**config.mk**
```make
export PLATFORM = sky130hd
export DESIGN_NAME = flash_status_reporter
export DESIGN_NICKNAME = d
export VERILOG_FILES = /design/src/rtl/fsr_pkg.sv /design/src/rtl/fsr_op_timer.sv /design/src/rtl/fsr_access_detect.sv /design/src/rtl/fsr_toggle.sv /design/src/rtl/flash_status_reporter.sv
export SDC_FILE = /design/constraint.sdc
export NUM_CORES = 1
export LEC_CHECK = 0
export BUFFER_PORTS_ARGS = -buffer_cell sky130_fd_sc_hd__buf_4
export CAP_MARGIN = 20
export CORE_MARGIN = 10
export CORE_UTILIZATION = 25
export DETAILED_ROUTE_END_ITERATION = 7
export PLACE_DENSITY_LB_ADDON = 0.15
export SLEW_MARGIN = 30
export SYNTH_ARGS = -nofsm -noshare
export SYNTH_HDL_FRONTEND = slang
export SYNTH_HIERARCHICAL = 1
export SYNTH_SLANG_ARGS = --single-unit
```
**constraint.sdc**
```tcl
create_clock -name clk -period 2.65 [get_ports clk]
set_input_delay 0.265 -clock clk [delete_from_list [all_inputs] [get_ports clk]]
set_output_delay 0.265 -clock clk [all_outputs]
set_load 0.01 [all_outputs]
```
**src/rtl/fsr_pkg.sv**
```systemverilog
package fsr_pkg;

  typedef enum logic {
    OP_PROG  = 1'b0,
    OP_ERASE = 1'b1
  } op_kind_e;

  // Erase takes precedence when both requests coincide.
  function automatic op_kind_e pick_kind(input logic erase_req);
    return erase_req ? OP_ERASE : OP_PROG;
  endfunction

  function automatic int unsigned op_length(input op_kind_e kind,
                                            input int unsigned prog_len,
                                            input int unsigned erase_len);
    return (kind == OP_ERASE) ? erase_len : prog_len;
  endfunction

  // Polling flag: erased cells read as ones, so the flag shows zero.
  function automatic logic poll_flag(input op_kind_e kind, input logic loaded_msb);
    return (kind == OP_ERASE) ? 1'b0 : ~loaded_msb;
  endfunction

  // Value shown on the toggle bit: the new state is visible from the first
  // cycle of an access, before the register has advanced.
  function automatic logic toggle_shown(input logic state, input logic new_access);
    return state ^ new_access;
  endfunction

endpackage

```
**src/rtl/fsr_op_timer.sv**
```systemverilog
module fsr_op_timer
  import fsr_pkg::*;
#(
  parameter int ADDR_W       = 16,
  parameter int DATA_W       = 8,
  parameter int PROG_CYCLES  = 12,
  parameter int ERASE_CYCLES = 40
) (
  input  logic              clk,
  input  logic              rst_n,
  input  logic              start_prog,
  input  logic              start_erase,
  input  logic [ADDR_W-1:0] prog_addr,
  input  logic [DATA_W-1:0] prog_data,
  output logic              accept,
  output logic              busy,
  output logic              done,
  output op_kind_e          kind,
  output logic [ADDR_W-1:0] loaded_addr,
  output logic [DATA_W-1:0] loaded_data
);

  localparam int LONGEST = (PROG_CYCLES > ERASE_CYCLES) ? PROG_CYCLES : ERASE_CYCLES;
  localparam int CNT_W   = $clog2(LONGEST + 1);

  logic [CNT_W-1:0] remain_q;
  op_kind_e         next_kind;
  logic             last_tick;

  assign accept    = (start_prog | start_erase) & ~busy;
  assign next_kind = pick_kind(start_erase);
  assign last_tick = busy && (remain_q == '0);

  always_ff @(posedge clk) begin
    if (!rst_n) begin
      busy        <= 1'b0;
      done        <= 1'b0;
      kind        <= OP_PROG;
      remain_q    <= '0;
      loaded_addr <= '0;
      loaded_data <= '0;
    end else begin
      done <= 1'b0;
      if (accept) begin
        busy     <= 1'b1;
        kind     <= next_kind;
        remain_q <= CNT_W'(op_length(next_kind, PROG_CYCLES, ERASE_CYCLES) - 1);
        if (next_kind == OP_PROG) begin
          loaded_addr <= prog_addr;
          loaded_data <= prog_data;
        end
      end else if (last_tick) begin
        busy <= 1'b0;
        done <= 1'b1;
      end else if (busy) begin
        remain_q <= remain_q - 1'b1;
      end
    end
  end

  // the end pulse only follows a busy cycle and never overlaps one
  assert_done_after_busy_R2: assert property (@(posedge clk) disable iff (!rst_n)
    done |-> (!busy && $past(busy)));

  // nothing captured changes while an operation continues
  assert_kind_held_R10: assert property (@(posedge clk) disable iff (!rst_n)
    (busy && $past(busy)) |-> ($stable(kind) && $stable(loaded_data) && $stable(loaded_addr)));

endmodule

```
**src/rtl/fsr_access_detect.sv**
```systemverilog
module fsr_access_detect (
  input  logic clk,
  input  logic rst_n,
  input  logic ce_n,
  input  logic oe_n,
  output logic new_access
);

  logic access_now;
  logic access_q;

  assign access_now = ~ce_n & ~oe_n;
  assign new_access = access_now & ~access_q;

  always_ff @(posedge clk) begin
    if (!rst_n) access_q <= 1'b0;
    else        access_q <= access_now;
  end

  // an access held low produces one event, not one per cycle
  assert_single_event_R8: assert property (@(posedge clk) disable iff (!rst_n)
    new_access |=> !new_access);

endmodule

```
**src/rtl/fsr_toggle.sv**
```systemverilog
module fsr_toggle
  import fsr_pkg::*;
(
  input  logic clk,
  input  logic rst_n,
  input  logic clear,
  input  logic busy,
  input  logic new_access,
  output logic shown
);

  logic state_q;
  logic advance;

  assign advance = busy & new_access;
  assign shown   = toggle_shown(state_q, advance);

  always_ff @(posedge clk) begin
    if (!rst_n)       state_q <= 1'b0;
    else if (clear)   state_q <= 1'b0;
    else if (advance) state_q <= ~state_q;
  end

  // each access during an operation flips the state
  assert_toggle_step_R6: assert property (@(posedge clk) disable iff (!rst_n)
    (busy && new_access && !clear) |=> (state_q != $past(state_q)));

  // without a new access the state holds
  assert_toggle_hold_R8: assert property (@(posedge clk) disable iff (!rst_n)
    (!new_access && !clear) |=> $stable(state_q));

endmodule

```
**src/rtl/flash_status_reporter.sv**
```systemverilog
module flash_status_reporter
  import fsr_pkg::*;
#(
  parameter int ADDR_W       = 16,
  parameter int DATA_W       = 8,
  parameter int PROG_CYCLES  = 12,
  parameter int ERASE_CYCLES = 40
) (
  input  logic              clk,
  input  logic              rst_n,
  input  logic              start_prog,
  input  logic              start_erase,
  input  logic [ADDR_W-1:0] prog_addr,
  input  logic [DATA_W-1:0] prog_data,
  input  logic              ce_n,
  input  logic              oe_n,
  input  logic [ADDR_W-1:0] rd_addr,
  input  logic [DATA_W-1:0] array_data,
  output logic [DATA_W-1:0] rd_data,
  output logic              busy,
  output logic              done
);

  localparam int POLL_BIT = DATA_W - 1;
  localparam int TOG_BIT  = DATA_W - 2;

  logic              accept;
  op_kind_e          kind;
  logic [ADDR_W-1:0] loaded_addr;
  logic [DATA_W-1:0] loaded_data;
  logic              new_access;
  logic              tog_shown;
  logic              addr_hit;

  fsr_op_timer #(
    .ADDR_W      (ADDR_W),
    .DATA_W      (DATA_W),
    .PROG_CYCLES (PROG_CYCLES),
    .ERASE_CYCLES(ERASE_CYCLES)
  ) u_timer (
    .clk        (clk),
    .rst_n      (rst_n),
    .start_prog (start_prog),
    .start_erase(start_erase),
    .prog_addr  (prog_addr),
    .prog_data  (prog_data),
    .accept     (accept),
    .busy       (busy),
    .done       (done),
    .kind       (kind),
    .loaded_addr(loaded_addr),
    .loaded_data(loaded_data)
  );

  fsr_access_detect u_access (
    .clk       (clk),
    .rst_n     (rst_n),
    .ce_n      (ce_n),
    .oe_n      (oe_n),
    .new_access(new_access)
  );

  fsr_toggle u_toggle (
    .clk       (clk),
    .rst_n     (rst_n),
    .clear     (accept),
    .busy      (busy),
    .new_access(new_access),
    .shown     (tog_shown)
  );

  assign addr_hit = (rd_addr == loaded_addr);

  always_comb begin
    rd_data = array_data;
    if (busy) begin
      rd_data[TOG_BIT] = tog_shown;
      if (kind == OP_ERASE || addr_hit) begin
        rd_data[POLL_BIT] = poll_flag(kind, loaded_data[POLL_BIT]);
      end
    end
  end

  // idle reads are plain array data
  assert_pass_idle_R9: assert property (@(posedge clk) disable iff (!rst_n)
    !busy |-> (rd_data == array_data));

  // erase status reads zero on the polling bit
  assert_erase_msb_R5: assert property (@(posedge clk) disable iff (!rst_n)
    (busy && kind == OP_ERASE) |-> (rd_data[POLL_BIT] == 1'b0));

endmodule

```
==> run_results.csv, run 1 <==
group,metric,value,unit
status,status,"complete, no violations",
die,core,5960,um2
power_and_ir_drop,p_per_area,528,nW/um2
sta,fin_hold_ws,0.156,ns
worst_setup_path,critPathCaptureType,"output pin",
final_layout,layout-drive-gt1-share,30.6,%
final_layout,num-fill-cells,651,
global_route,grt_pass1_wl,6350,um
sta,relSlewSlack,66.4,%
power_and_ir_drop,power_frac_comb,24.7,%
synth,ys_warn_count,6,
global_route,grt_pass1_vias,1338,
power_and_ir_drop,power.leakage,0.731,nW
worst_setup_path,required,2.38,ns
final_layout,fin_nets,265,
final_layout,area_growth,23.8,%
worst_setup_path,path_max_fanout,2,
clocking,ctsHoldBuffers,0,
route,drc,0,
sta,finClkSkew,0.00421,ns
clocking,post-cts-setup-buffer-count,0,
global_route,groute.usage.overall,7.82,%
clocking,path_clk_slew,0.09,ns
placement,placed_cell_area,1850,um2
route,wirelength,3790,um
route,ant_nets,0,
power_and_ir_drop,pwr-share-seq,48.7,%
clocking,cts_tree,"done",
clocking,cts_resized,0,
power_and_ir_drop,p_int,0.725,mW
clocking,cts.sink_count,28,
worst_setup_path,path_class,"flop to output pin",
worst_hold_path,hold_path.class,"input port to flop",
die,ios,64,
sta,setup_viol,0,
sta,fin_crit,2.06,ns
worst_hold_path,hp-start,"oe_n",
synth,syn_inst,176,
sta,setup_tns,0,ns
synth,avgSynthCellArea,8.74,um2
route,drt-initial-drc-count,53,
die,die_h,98.4,um
power_and_ir_drop,clockPowerShare,26.6,%
route,wl_per_cell,13.4,um
synth,syn_area,1540,um2
worst_setup_path,r2r_start,"u_timer/busy",
final_layout,utilization,32.0,%
worst_setup_path,crit_arrival,1.80,ns
clocking,numCtsBuffers,3,
sta,rsz0062_at_grt,"no",
sta,hold_viol,0,
die,die_area,9690,um2
sta,drv_slew,0,
clocking,clk_latency,0.27,ns
power_and_ir_drop,sw_frac_of_total,27.9,%
power_and_ir_drop,p_sw,0.280,mW
clocking,cts-root-buf,"clkbuf_8",
global_route,grt_max_degree,33,
worst_setup_path,ff2ff_setup_slack,0.86,ns
route,viasPerCell,4.42,
sta,timing.final.crit_share,77.8,%
clocking,clock_path_buffers,2,
route,num_vias,1255,
die,start_util,25.8,%
final_layout,fin_area,1900,um2
synth,syn-num-nets,231,
placement,gp_congestion,0.725,
clocking,ctsHtreeMaxLevel,1,
worst_setup_path,start_kind,"flop",
sta,timing.fmax,485,MHz
global_route,antenna_found_initial,0,
global_route,overflow,0,
worst_setup_path,startpoint,"u_timer/loaded_addr[10]",
route,firstDrtPassIters,4,
die,placementRows,28,
job,drv_cap,0,
power_and_ir_drop,peakVddDrop,0.233,mV
placement,place.detailed.hpwl,2890,um
placement,portBuffers,44,
final_layout,n_antenna_cell,0,
sta,tightest_slew,0.503,ns
die,die_x,98.4,um
## flip-flops by register name, summed over array words and instances (netlist names)
register,cells
u_access/access_q,1
u_timer/busy,1
u_timer/done,1
u_timer/kind,1
u_timer/loaded_addr,16
u_timer/loaded_data,1
u_timer/remain_q,6
u_toggle/state_q,1
## layout make-up
| class | count | area (um2) | share of cell area (%) |
|---|---|---|---|
| multi-input combinational | 130 | 848 | 44.6 |
| tap | 75 | 93.8 | 4.93 |
| inverter | 2 | 7.51 | 0.394 |
| clock buffer | 4 | 55.1 | 2.89 |
| sequential | 28 | 561 | 29.5 |
| timing repair buffer | 45 | 338 | 17.8 |
## per-layer routing
metal | part of all wire (%) | global-route usage, % | vias up
met4 | 0.82 | 1.76 | 0
met1 | 44 | 8.75 | 572
met3 | 6.2 | 3.07 | 4
li1 | - | - | 648
met5 | 0 | 0 | -
met2 | 49 | 13.6 | 31
## cell usage in the layout (no fill, tap or decap), types with 3 or more instances in the layout
master	count
clkbuf_8	4
xnor2_1	16
dfxtp_1	28
nand3_1	5
a21boi_0	15
nand4_1	4
nor2b_1	3
buf_4	45
nand2b_1	3
nand2_1	40
nor2_1	4
mux2i_1	3
a21boi_1	5
## worst paths after layout
kind / endpoint / depth (start not counted)
max: rd_data[7] / 6
min: u_access/access_q / 2
max reg2reg: u_timer/remain_q[1] / 5
min reg2reg: u_timer/loaded_data[7] / 2
## metrics by stage
stage / total power, mW / setup slack [ns] / instances
final: 1.00 / 0.587 / 284
after global routing: 1.07 / 0.392 / 284
after CTS: 1.03 / 0.505 / 284
after detailed placement: 0.750 / 0.783 / 280
after global placement: 0.752 / 0.806 / 280
after floorplan: 0.670 / 1.09 / 176
## power groups by stage
stage | Clock [mW] | Combinational [mW] | Sequential [mW]
after floorplan | 0 | 0.181 | 0.489
after global placement | 0 | 0.251 | 0.501
after detailed placement | 0 | 0.250 | 0.500
after CTS | 0.288 | 0.252 | 0.490
after global routing | 0.299 | 0.279 | 0.496
final | 0.268 | 0.248 | 0.489
## critical path, cell delays in order, from the launching register on
cell and delay [ns]:
dfxtp_1 0.34, xnor2_1 0.16, nand4_1 0.16, nor4_2 0.40
mux2i_1 0.22, o22ai_1 0.09, buf_4 0.16
No activity file was read; power rests on OpenSTA's default activity.
==> run 2: changes to the inputs <==
ABC_AREA = 1   (was unset)
clock period = 1.7 ns   (was 2.65 ns; I/O delays follow)
==> run_results.csv, run 2 <==
group,metric,value,unit
worst_setup_path,required,1.53,ns
placement,portBuffers,44,
final_layout,num-fill-cells,704,
worst_setup_path,critPathCaptureType,"output pin",
clocking,numCtsBuffers,3,
worst_setup_path,path_class,"flop to output pin",
worst_hold_path,hold_path.class,"input port to flop",
sta,hold_viol,0,
synth,syn-num-nets,319,
synth,syn_area,1600,um2
sta,fin_crit,1.62,ns
route,wirelength,4080,um
power_and_ir_drop,power.leakage,1.03,nW
sta,timing.fmax,618,MHz
die,ios,64,
route,num_vias,1531,
status,status,"complete, no violations",
placement,place.detailed.hpwl,3170,um
placement,placed_cell_area,1970,um2
worst_setup_path,crit_chain,"nor2_1 > nor2_1 > nor2_2 > nand2_1 > nor2_2 > nand2_1 > nand2_1 > nand3_1 > nand2_1 > buf_6",
final_layout,multiInputGateArea,818,um2
die,die_area,10000,um2
worst_setup_path,worst_path_max_delay_cell,"dfxtp_2",
synth,syn_inst,264,
route,wl_per_cell,10.7,um
die,die_h,100,um
final_layout,n_antenna_cell,0,
final_layout,seq_area,571,um2
power_and_ir_drop,peakVddDrop,0.335,mV
job,drv_cap,0,
route,firstDrtPassIters,6,
sta,relSlewSlack,80.4,%
final_layout,largestRegisters,"u_timer/loaded_addr (16), u_timer/remain_q (6)",
die,core,6280,um2
sta,fin_hold_ws,0.129,ns
final_layout,final_common_cell,"nand2_1",
sta,finClkSkew,0.00607,ns
sta,tightest_slew,0.293,ns
clocking,path_clk_slew,0.10,ns
final_layout,largest_reg_flops,16,
synth,avgSynthCellArea,6.06,um2
sta,drv_slew,0,
route,drt-initial-drc-count,50,
final_layout,area_growth,29.0,%
final_layout,fin_nets,359,
die,die_x,100,um
global_route,grt_max_degree,19,
global_route,antenna_found_initial,0,
clocking,ctsHtreeMaxLevel,1,
clocking,clk_latency,0.28,ns
final_layout,layout-drive-gt1-share,24.8,%
sta,setup_slack,0.0818,ns
route,drc,0,
global_route,grt_pass1_vias,1535,
clocking,cts_tree,"done",
clocking,cts.sink_count,28,
global_route,overflow,0,
power_and_ir_drop,p_per_area,821,nW/um2
global_route,groute.usage.overall,8.11,%
synth,ys_warn_count,6,
worst_setup_path,start_kind,"flop",
clocking,cts-root-buf,"clkbuf_8",
placement,gp_congestion,0.776,
global_route,grt_pass1_wl,6820,um
final_layout,regMostFlops,"u_timer/loaded_addr",
worst_setup_path,slowest_delay,0.34,ns
worst_setup_path,path_common_cell,"nand2_1",
worst_setup_path,path_max_fanout,3,
final_layout,final_cell_mix,"nand2_1 (102), buf_4 (46), inv_1 (36)",
final_layout,fin_area,2060,um2
die,start_util,25.5,%
clocking,clock_path_buffers,2,
worst_setup_path,crit_arrival,1.45,ns
sta,setup_viol,0,
placement,pre_cts_ws,0.290,ns
die,placementRows,29,
route,ant_nets,0,
route,viasPerCell,4.03,
sta,timing.final.crit_share,95.2,%
sta,rsz0062_at_grt,"yes",
run 2: cell type report:
class                           instances  area share [%]
Inverter                               40            7.28
Timing Repair Buffer                   47            17.3
Clock buffer                            3            2.00
Tap cell                               77            4.67
Multi-Input combinational cell        184            39.7
Clock inverter                          1            1.46
Sequential cell                        28            27.7
run 2: layer usage:
| metal | GRT usage, % | vias to the layer above | wire (um) | part of all wire [%] |
|---|---|---|---|---|
| li1 | - | 861 | - | - |
| met1 | 9.66 | 634 | 1940 | 48 |
| met2 | 13.7 | 34 | 1840 | 45 |
| met3 | 3.09 | 2 | 286 | 7.0 |
| met4 | 1.41 | 0 | 13 | 0.32 |
| met5 | 0 | - | 0 | 0 |
run 2: final timing paths:
kind | slack [ns] | end | from | cells past startpoint
setup / recovery | 0.08 | rd_data[7] | u_timer/loaded_addr[10] | 10
hold / removal | 0.13 | u_timer/loaded_addr[11] | prog_addr[11] | 3
setup reg to reg | 0.34 | u_timer/remain_q[2] | u_timer/busy | 8
hold reg to reg | 0.47 | u_timer/loaded_data[7] | u_timer/loaded_data[7] | 2
run 2: where the power goes:
part           internal [mW]  switching (mW)
sequential             0.710          0.0345
clock                  0.316           0.221
combinational          0.185           0.227
run 2: repair_timing:
item | CTS | global route
buffers inserted | 0 | 0
pin swaps | 1 | 9
resized for setup | 2 | 11
setup endpoints to repair | 1 | 1
hold buffers | 0 | 0
run 2: metrics by stage:
stage	setup TNS [ns]	instances	utilization, %	power, mW
after CTS	0	380	32.6	1.72
after detailed placement	0	376	31.4	1.17
after global routing	-0.122	380	32.9	1.82
after floorplan	0	264	-	1.02
final	0	380	32.9	1.69
after global placement	0	376	31.4	1.17
run 2: worst max-delay path: cells and delay by family (launching register included):
kind	cells	cell delay [ns]
buffers and inverters	1	0.10
DFF	1	0.34
and+or+nand+nor	9	0.73
==> run 3: changes to the inputs <==
SYNTH_HIERARCHICAL = unset   (was 1)
==> run_results.csv, run 3 <==
group,metric,value,unit
status,status,"complete, no violations",
global_route,overflow,0,
route,viasPerCell,4.14,
synth,synthTopCellsByCount,"nand2_1 (63), inv_1 (39), nor2_1 (31)",
route,ant_nets,0,
placement,pre_cts_ws,0.289,ns
final_layout,final_common_cell,"nand2_1",
synth,synth.largest_area_cell,"dfxtp_1",
clocking,cts_tree,"done",
final_layout,largest_reg_flops,16,
synth,syn_area,1530,um2
worst_setup_path,required,1.53,ns
final_layout,instances_no_fill,354,
synth,yosysMostFrequentCell,"nand2_1",
worst_hold_path,hold_path.class,"input port to flop",
clocking,ctsHtreeMaxLevel,1,
global_route,groute.usage.overall,7.59,%
power_and_ir_drop,power_frac_comb,27.2,%
die,ios,64,
clocking,post-cts-setup-buffer-count,0,
job,drv_cap,0,
die,core,5920,um2
global_route,grt_pass1_vias,1404,
synth,ys_warn_count,0,
die,die_area,9640,um2
placement,placed_cells,350,
power_and_ir_drop,pwr-share-seq,47.1,%
worst_setup_path,path_common_cell,"nand2_1",
worst_setup_path,critPathCaptureType,"output pin",
worst_setup_path,crit_chain,"inv_1 > nand2_1 > nand2_1 > nor2_2 > nand2_1 > nor2_2 > nand2_1 > nand2_1 > nand3_2 > nand2_2 > buf_6",
final_layout,final_cell_mix,"nand2_1 (61), buf_4 (43), inv_1 (36)",
global_route,grt_pass1_wl,6150,um
final_layout,fin_nets,335,
route,wirelength,3850,um
power_and_ir_drop,p_int,1.14,mW
synth,avgSynthCellArea,6.34,um2
sta,timing.fmax,627,MHz
worst_setup_path,path_class,"flop to output pin",
sta,fin_hold_ws,0.116,ns
synth,syn-num-nets,296,
synth,synth_edf_count,0,
sta,rsz0062_at_grt,"yes",
die,die_x,98.2,um
die,die_h,98.2,um
sta,relSlewSlack,78.0,%
worst_setup_path,crit_arrival,1.42,ns
final_layout,utilization,33.6,%
route,drc,0,
worst_setup_path,worst_path_max_delay_cell,"dfxtp_1",
synth,async_flop_share,0,%
clocking,clk_latency,0.27,ns
worst_setup_path,path_max_fanout,2,
power_and_ir_drop,p_sw,0.503,mW
power_and_ir_drop,power.leakage,1.00,nW
sta,fin_crit,1.59,ns
sta,finClkSkew,0.00538,ns
power_and_ir_drop,peakVddDrop,0.332,mV
sta,tightest_slew,0.330,ns
global_route,grt_max_degree,25,
worst_setup_path,start_kind,"flop",
power_and_ir_drop,sw_frac_of_total,30.7,%
power_and_ir_drop,clockPowerShare,25.7,%
clocking,ctsHoldBuffers,0,
final_layout,num-fill-cells,655,
synth,synth_cell_types,22,
final_layout,multiInputGateArea,756,um2
final_layout,area_growth,30.3,%
route,num_vias,1465,
sta,setup_slack,0.105,ns
sta,hold_viol,0,
power_and_ir_drop,power,1.64,mW
synth,synth_top_area_share,36.7,%
synth,synth-main-ff-cell,"dfxtp_1",
placement,gp_congestion,0.804,
sta,timing.final.crit_share,93.8,%
clocking,clock_path_buffers,2,
placement,portBuffers,44,
synth,syn_inst,241,
clocking,path_clk_slew,0.10,ns
route,firstDrtPassIters,4,
clocking,numCtsBuffers,3,
sta,setup_viol,0,
worst_setup_path,ff2ff_setup_slack,0.32,ns
route,drt-initial-drc-count,54,
worst_setup_path,slowest_delay,0.34,ns
sta,drv_slew,0,
final_layout,layout-drive-gt1-share,28.3,%
die,start_util,25.8,%
final_layout,seq_area,568,um2
route,wl_per_cell,10.9,um
synth,seq_area_frac_synth,36.7,%
clocking,cts.sink_count,28,
final_layout,n_antenna_cell,0,
power_and_ir_drop,p_per_area,823,nW/um2
placement,place.detailed.hpwl,2940,um
synth,ys_ff_latch,28,
final_layout,largestRegisters,"u_timer.loaded_addr (16), u_timer.remain_q (6)",
synth,synth_area_leaders,"dfxtp_1 (37%), nand2_1 (15%), inv_1 (9.6%), nor2_1 (7.6%), a21oi_1 (6.2%)",
final_layout,regMostFlops,"u_timer.loaded_addr",
global_route,antenna_found_initial,0,
clocking,cts-root-buf,"clkbuf_8",
die,placementRows,28,
[run 3: through the flow]
stage               TNS, ns  area [um2]
detailed placement        0        1900
finish                    0        1990
floorplan                 0        1530
global route         -0.134        1990
global placement          0        1900
CTS                       0        1960
[run 3: logic make-up after synthesis]
kind of cell	share of synthesized area (%)
AO/OA/AOI/OAI	15.5
XOR/XNOR	1.15
adder cells (fa/ha/maj)	0.819
buffers and inverters	15.5
flip-flops	36.7
AND/OR/NAND/NOR	30.4
[run 3: layout make-up]
class                      instances  area share, %
multi-input combinational        159           38.0
tap                               75           4.71
clock buffer                       4           2.77
timing repair buffer              45           17.8
inverter                          43           8.23
sequential                        28           28.5
[run 3: routing by layer]
layer | track usage (%) | wire length [um]
met1 | 8.47 | 1810
met2 | 13.9 | 1900
met3 | 1.76 | 119
met4 | 2.32 | 24
met5 | 0 | 0
[run 3: power by group through the flow]
stage               clock [mW]  combinational (mW)  sequential, mW
finish                   0.421               0.445           0.772
global placement             0               0.437           0.782
detailed placement           0               0.440           0.783
floorplan                    0               0.302           0.776
global route             0.475               0.514           0.783
CTS                      0.443               0.442           0.768
[run 3: worst max-delay path: cells and delay by family, from the launching register on]
| kind | cells | cell delay (ns) |
|---|---|---|
| buffers and inverters | 2 | 0.14 |
| and+or+nand+nor | 9 | 0.66 |
| DFF | 1 | 0.34 |
[run 3: repair_timing]
action,in CTS,in global routing
pin swaps,0,5
gates resized for setup,1,17
setup endpoints to repair,1,2
[run 3: worst paths after layout]
check,to,depth (start not counted),start
worst max register to register,u_timer.remain_q[2],9,u_timer.busy
worst min-delay path,u_timer.loaded_data[7],3,prog_data[7]
worst max-delay path,rd_data[7],11,u_timer.loaded_addr[6]
worst min register to register,u_timer.loaded_addr[9],2,u_timer.loaded_addr[9]
